File: config.mk
export PLATFORM = sky130hd
export DESIGN_NAME = sockwin_decoder
export DESIGN_NICKNAME = d
export VERILOG_FILES = /design/src/rtl/sockwin_pkg.sv /design/src/rtl/sockwin_regs.sv /design/src/rtl/sockwin_match.sv /design/src/rtl/sockwin_decoder.sv
export SDC_FILE = /design/constraint.sdc
export NUM_CORES = 2
export LEC_CHECK = 0
export BUFFER_PORTS_ARGS = -buffer_cell sky130_fd_sc_hd__buf_4
export CORE_MARGIN = 4
export CORE_UTILIZATION = 60
export DETAILED_ROUTE_END_ITERATION = 6
export PLACE_DENSITY = 0.78
export SYNTH_ARGS = -nofsm -noshare
export SYNTH_HDL_FRONTEND = slang
export SYNTH_SLANG_ARGS = --single-unit
export TNS_END_PERCENT = 50
File: constraint.sdc
create_clock -name clk -period 8.23 [get_ports clk]
set_input_delay 1.646 -clock clk [delete_from_list [all_inputs] [get_ports clk]]
set_output_delay 1.646 -clock clk [all_outputs]
set_load 0.05 [all_outputs]
File: src/rtl/sockwin_pkg.sv
package sockwin_pkg;
    localparam int HADDR_W    = 24;
    localparam int CADDR_W    = 26;
    localparam int PAGE_W     = 12;
    localparam int PAGE_BITS  = HADDR_W - PAGE_W;
    localparam int OFF_W      = CADDR_W - PAGE_W;
    localparam int REG_NUM    = 64;
    localparam int IDX_W      = $clog2(REG_NUM);
    localparam int ENA_IDX    = 6;
    localparam int WIN_BASE   = 16;
    localparam int WIN_STRIDE = 8;
    localparam int COARSE_LSB = 5;

    typedef logic [7:0] byte_t;
    typedef byte_t [REG_NUM-1:0] regfile_t;

    typedef struct packed {
        logic [PAGE_BITS-1:0] start;
        logic [PAGE_BITS-1:0] stop;
        logic [OFF_W-1:0]     offset;
        logic                 wide;
        logic                 zws;
        logic [1:0]           ws;
        logic                 wp;
        logic                 attr;
    } win_cfg_t;

    function automatic win_cfg_t get_win(input regfile_t r, input int n);
        win_cfg_t c;
        int base;
        base     = WIN_BASE + WIN_STRIDE * n;
        c.start  = {r[base+1][3:0], r[base]};
        c.stop   = {r[base+3][3:0], r[base+2]};
        c.offset = {r[base+5][5:0], r[base+4]};
        c.wide   = r[base+1][7];
        c.zws    = r[base+1][6];
        c.ws     = r[base+3][7:6];
        c.wp     = r[base+5][7];
        c.attr   = r[base+5][6];
        return c;
    endfunction
endpackage

File: src/rtl/sockwin_regs.sv
module sockwin_regs
    import sockwin_pkg::*;
#(
    parameter logic [1:0] SOCKET = 2'd0
) (
    input  logic     clk,
    input  logic     rst_n,
    input  logic     idx_we,
    input  logic     dat_we,
    input  byte_t    wdata,
    output byte_t    rdata,
    output regfile_t regs
);
    typedef struct packed {
        byte_t    idx;
        regfile_t regs;
    } st_t;

    st_t              st_d, st_q;
    logic             own;
    logic [IDX_W-1:0] local_idx;

    assign own       = (st_q.idx[7:6] == SOCKET);
    assign local_idx = st_q.idx[IDX_W-1:0];

    always_comb begin
        st_d = st_q;
        if (dat_we && own) begin
            st_d.regs[local_idx] = wdata;
        end
        if (idx_we) begin
            st_d.idx = wdata;
        end
    end

    always_ff @(posedge clk) begin
        if (!rst_n) begin
            st_q <= '0;
        end else begin
            st_q <= st_d;
        end
    end

    assign rdata = own ? st_q.regs[local_idx] : 8'h00;
    assign regs  = st_q.regs;
endmodule

File: src/rtl/sockwin_match.sv
module sockwin_match
    import sockwin_pkg::*;
(
    input  win_cfg_t             cfg,
    input  logic                 en,
    input  logic                 fine,
    input  logic [PAGE_BITS-1:0] page,
    output logic                 hit,
    output logic                 hit16
);
    logic coarse_hit;
    logic unused_cfg;

    assign hit = en && (page >= cfg.start) && (page <= cfg.stop);

    assign coarse_hit = en
        && (page[PAGE_BITS-1:COARSE_LSB] >= cfg.start[PAGE_BITS-1:COARSE_LSB])
        && (page[PAGE_BITS-1:COARSE_LSB] <= cfg.stop[PAGE_BITS-1:COARSE_LSB]);

    assign hit16 = cfg.wide && (fine ? hit : coarse_hit);

    assign unused_cfg = ^cfg;
endmodule

File: src/rtl/sockwin_decoder.sv
module sockwin_decoder
    import sockwin_pkg::*;
#(
    parameter logic [1:0] SOCKET  = 2'd0,
    parameter int         NUM_WIN = 5
) (
    input  logic               clk,
    input  logic               rst_n,
    input  logic               idx_we,
    input  logic               dat_we,
    input  logic [7:0]         cfg_wdata,
    output logic [7:0]         cfg_rdata,
    input  logic               host_valid,
    input  logic               host_we,
    input  logic [23:0]        host_addr,
    output logic               card_hit,
    output logic [2:0]         card_win,
    output logic [25:0]        card_addr,
    output logic               card_attr,
    output logic               card_cs16,
    output logic               card_wide,
    output logic               card_zero_ws,
    output logic [1:0]         card_ws,
    output logic               card_we,
    output logic               card_re,
    output logic               wr_blocked
);
    localparam int WIN_IDX_W = 3;

    typedef struct packed {
        logic                 hit;
        logic [WIN_IDX_W-1:0] win;
        logic [CADDR_W-1:0]   addr;
        logic                 attr;
        logic                 cs16;
        logic                 wide;
        logic                 zws;
        logic [1:0]           ws;
        logic                 we;
        logic                 re;
        logic                 blk;
    } out_t;

    regfile_t             regs;
    byte_t                ena;
    logic                 fine;
    win_cfg_t             cfg [NUM_WIN];
    logic [NUM_WIN-1:0]   hits;
    logic [NUM_WIN-1:0]   hits16;
    logic [WIN_IDX_W-1:0] sel;
    out_t                 o_d, o_q;
    logic                 unused_regs;

    sockwin_regs #(.SOCKET(SOCKET)) i_regs (
        .clk   (clk),
        .rst_n (rst_n),
        .idx_we(idx_we),
        .dat_we(dat_we),
        .wdata (cfg_wdata),
        .rdata (cfg_rdata),
        .regs  (regs)
    );

    assign ena         = regs[ENA_IDX];
    assign fine        = ena[5];
    assign unused_regs = ^regs;

    for (genvar g = 0; g < NUM_WIN; g++) begin : g_win
        assign cfg[g] = get_win(regs, g);
        sockwin_match i_match (
            .cfg  (cfg[g]),
            .en   (ena[g]),
            .fine (fine),
            .page (host_addr[HADDR_W-1:PAGE_W]),
            .hit  (hits[g]),
            .hit16(hits16[g])
        );
    end

    always_comb begin
        o_d = '0;
        sel = '0;
        for (int i = NUM_WIN - 1; i >= 0; i--) begin
            if (hits[i]) begin
                sel = WIN_IDX_W'(i);
            end
        end
        if (host_valid) begin
            o_d.cs16 = |hits16;
            if (|hits) begin
                o_d.hit  = 1'b1;
                o_d.win  = sel;
                o_d.addr = CADDR_W'(host_addr) + {cfg[sel].offset, {PAGE_W{1'b0}}};
                o_d.attr = cfg[sel].attr;
                o_d.wide = cfg[sel].wide;
                o_d.zws  = cfg[sel].zws;
                o_d.ws   = cfg[sel].ws;
                o_d.we   = host_we && !cfg[sel].wp;
                o_d.blk  = host_we && cfg[sel].wp;
                o_d.re   = !host_we;
            end
        end
    end

    always_ff @(posedge clk) begin
        if (!rst_n) begin
            o_q <= '0;
        end else begin
            o_q <= o_d;
        end
    end

    assign card_hit     = o_q.hit;
    assign card_win     = o_q.win;
    assign card_addr    = o_q.addr;
    assign card_attr    = o_q.attr;
    assign card_cs16    = o_q.cs16;
    assign card_wide    = o_q.wide;
    assign card_zero_ws = o_q.zws;
    assign card_ws      = o_q.ws;
    assign card_we      = o_q.we;
    assign card_re      = o_q.re;
    assign wr_blocked   = o_q.blk;
endmodule

==> flow_metrics.py <==
metrics = {
    "clock_tree": {
        "hold_buffers": 0,
        "cts_resized": 0,
        "htreeDepth": 2,
        "path_clk_slew_ns": 0.06,
        "cts_sinks": 559,
        "clk_latency_ns": 0.64,
        "clk_path_buf_depth": 3,
        "post-cts-setup-buffers": 0,
        "cts-root-buf": "clkbuf_16",
        "cts-buffers-inserted": 57,
        "cts_tree": "built",
    },
    "finish": {
        "multi_input_area_um2": 15950,
        "nets": 3666,
        "regArea_um2": 11190,
        "layout-drive-gt1-share": 0.06888,
        "syn2layout_area_growth_pct": 9.015,
        "n_antenna_cell": 0,
        "nFillCells": 3972,
        "instances_no_fill": 4135,
    },
    "timing": {
        "worstMarginPinSlew_ns": 1.173,
        "rsz0062_at_grt": "no",
        "fin_crit_sh": 0.8285,
        "setup_viol": 0,
        "skew_ns": 0.02104,
        "finalMaxSlewViolations": 0,
        "fin_ws_ns": 1.411,
        "setup_tns_ns": 0,
        "period_minus_slack_ns": 6.819,
        "holdWs_ns": 0.4639,
        "relSlewSlack": 0.2158,
        "max_freq_mhz": 146.7,
        "finalHoldViolCount": 0,
    },
    "routing": {
        "routed_wirelength_mm": 106.0,
        "route.detailed.drc": 1,
        "antenna_left": 0,
        "dr.pass1.iters": 7,
        "wire_per_inst_um": 25.63,
        "num_vias": 27710,
        "drt-initial-drc-count": 4441,
        "routed_via_density": 6.701,
    },
    "pwr": {
        "power_mw": 5.823,
        "switching_share": 0.2477,
        "switching_power_mw": 1.443,
        "p_int_mw": 4.381,
        "vdd_drop_max_v": 0.0002101,
        "powerDensity_nw_per_um2": 186.7,
        "p_seq_frac": 0.469,
        "p_leak_nw": 9.969,
        "pwr-share-clk": 0.459,
        "pwr-share-comb": 0.072,
    },
    "synthesis": {
        "synthCells": 3572,
        "ys_seq_area_frac": 0.3910,
        "ys_async_sr_fraction": 0,
        "synth_edf_count": 0,
        "synth_fp_nets": 3753,
        "yosysWarnings": 0,
        "netlist_area_um2": 28620,
        "ys.flop_type": "dfxtp_1",
        "synth_cell_types": 71,
        "avgSynthCellArea_um2": 8.012,
        "ys_seq_elements": 559,
    },
    "place": {
        "dp_slack_ns": 0.9705,
        "globalplace.congestion": 0.9951,
        "post-place-cells": 4033,
        "port_buffers": 84,
        "dpl.hpwl_mm": 70.67,
    },
    "grt": {
        "antenna_found_initial": 2,
        "gr-usage-all-layers": 0.4010,
        "grt_first_pass_wirelength_mm": 158.4,
        "first_global_vias": 26029,
        "grt_max_degree": 263,
        "overflow": 0,
    },
    "critical_path": {
        "worstPathCellList": "buf_4 > inv_1 > ha_1 > nand3_1 > nor2_1 > nand2_1 > o211a_1 > o211a_2 > nor4_2 > and2_1 > buf_4 > nand2_1 > o21ai_1 > ha_1 > a21oi_1 > o21bai_1 > a2111oi_0 > o311ai_0 > a21o_1 > a21oi_1 > a211oi_1 > xnor2_1 > nor2_1",
        "critical_path.endpoint_type": "register",
        "arrival_ns": 7.32,
        "required_ns": 8.73,
        "path_max_fanout": 23,
        "start_kind": "input port",
        "setup.worst_path.class": "input port to register",
        "r2r_setup_slack_ns": 2.43,
        "cp_slowest_stage_delay_ns": 0.62,
        "critPathSlowestCell": "a2111oi_0",
    },
    "floorplan": {
        "rows": 79,
        "start_util": 0.6108,
        "core-area_um2": 46850,
        "die_w_um": 226.4,
        "die_y_um": 226.4,
        "die_area_um2": 51250,
        "io_pins": 85,
    },
    "status": {
        "status": "finished with violations",
        "violations": "design-rule violations",
    },
    "worst_hold_path": {
        "holdCritPathClass": "register to register",
    },
    "job": {
        "drv_cap": 0,
    },
}
[per-stage QoR]
stage	utilization	area (um2)
2_1_floorplan	-	28620
3_3_place_gp	0.6255	29300
3_5_place_dp	0.6255	29300
5_1_grt	0.6659	31200
4_1_cts	0.6659	31200
6_report	0.6659	31200
[metal layers]
layer	track usage	wire, um	up-vias
met5	0	28	-
met4	0.2184	6759	4
met3	0.1279	15320	452
met2	0.5860	44110	2009
met1	0.5283	39780	12957
li1	-	-	12288
[power groups by stage]
stage	clock network, mW	logic, mW	registers [mW]
final	2.67	0.422	2.73
after global routing	2.78	0.439	2.73
after CTS	2.68	0.402	2.73
after detailed placement	0	0.401	2.79
after global placement	0	0.394	2.79
after floorplan	0	0.260	2.78
[critical path, delay by kind of cell]
kind / cells / cell delay (ns)
AOI/OAI and AO/OA: 10 / 2.39
xor gates and xnor gates: 1 / 0.20
adders and majority gates: 2 / 0.71
buffers and inverters: 3 / 0.93
and+or+nand+nor: 7 / 1.44
[state kept, by name, summed over array words and instances, names as in the netlist]
name	count
card_wide	1
card_attr	1
card_addr	26
card_re	1
card_ws	2
wr_blocked	1
i_regs.local_idx	6
card_we	1
i_regs.regs	512
card_cs16	1
card_zero_ws	1
i_regs.st_q	2
card_hit	1
card_win	3
[cell families (layout without fill, tap and decap cells)]
logic type | Yosys count | after routing | share of synthesized area
compound gates | 1016 | 1016 | 0.2618
xor+xnor | 12 | 12 | 0.003673
buf+inv | 395 | 351 | 0.05386
simple gates | 1384 | 1384 | 0.2046
fa+ha+maj | 143 | 143 | 0.06278
flops | 559 | 559 | 0.3910
mux | 63 | 63 | 0.02230
[cells in the mapped netlist, drive strengths merged, types with 9 or more instances]
master / count / share of area
a211oi: 10 / 0.0031
a21boi: 512 / 0.13
a21o: 33 / 0.0087
a21oi: 69 / 0.012
a221oi: 46 / 0.014
a22o: 45 / 0.014
a22oi: 169 / 0.044
a31oi: 48 / 0.010
and2: 24 / 0.0052
buf: 33 / 0.0064
clkbuf: 233 / 0.031
dfxtp: 559 / 0.39
ha: 142 / 0.062
inv: 128 / 0.017
mux2i: 57 / 0.020
nand2: 934 / 0.12
nand2b: 9 / 0.0020
nand3: 248 / 0.043
nand4: 33 / 0.0072
nor2: 77 / 0.010
nor2b: 16 / 0.0035
o21ai: 41 / 0.0072
xnor2: 9 / 0.0028
[worst paths after layout]
check / startpoint / endpoint / cells after the start
setup / recovery: host_addr[17] / card_addr[25] / 23
setup reg to reg: i_regs.regs[345] / card_addr[25] / 22
hold reg to reg: i_regs.regs[245] / i_regs.regs[245] / 2
hold / removal: i_regs.regs[245] / i_regs.regs[245] / 2
[area by class of cell]
type,instances,share of cell area
Multi-Input combinational cell,2618,0.5112
Tap cell,607,0.02434
Timing Repair Buffer,120,0.02952
Clock inverter,21,0.009184
Clock buffer,81,0.05150
Inverter,129,0.01552
Sequential cell,559,0.3587
[layout by cell type, fill, tap and decap left out, types with 6 or more instances in the layout]
master     count
a211oi_1       9
a21boi_0     512
a21o_1        33
a21oi_1       68
a221oi_1      45
a22o_1        45
a22oi_1      169
a31oi_1       48
and2_1        22
and3_1         6
buf_4        118
bufinv_16      6
clkbuf_1      15
clkbuf_16     57
clkbuf_8       9
clkinv_2      10
dfxtp_1      559
ha_1         142
inv_1        127
mux2_2         6
mux2i_1       57
nand2_1      934
nand2b_1       9
nand3_1      248
nand4_1       33
nor2_1        74
nor2b_1       16
nor3_1         6
nor3b_2        6
o21ai_0       25
o21ai_1       16
xnor2_1        9
No activity file was read; power rests on OpenSTA's default activity.
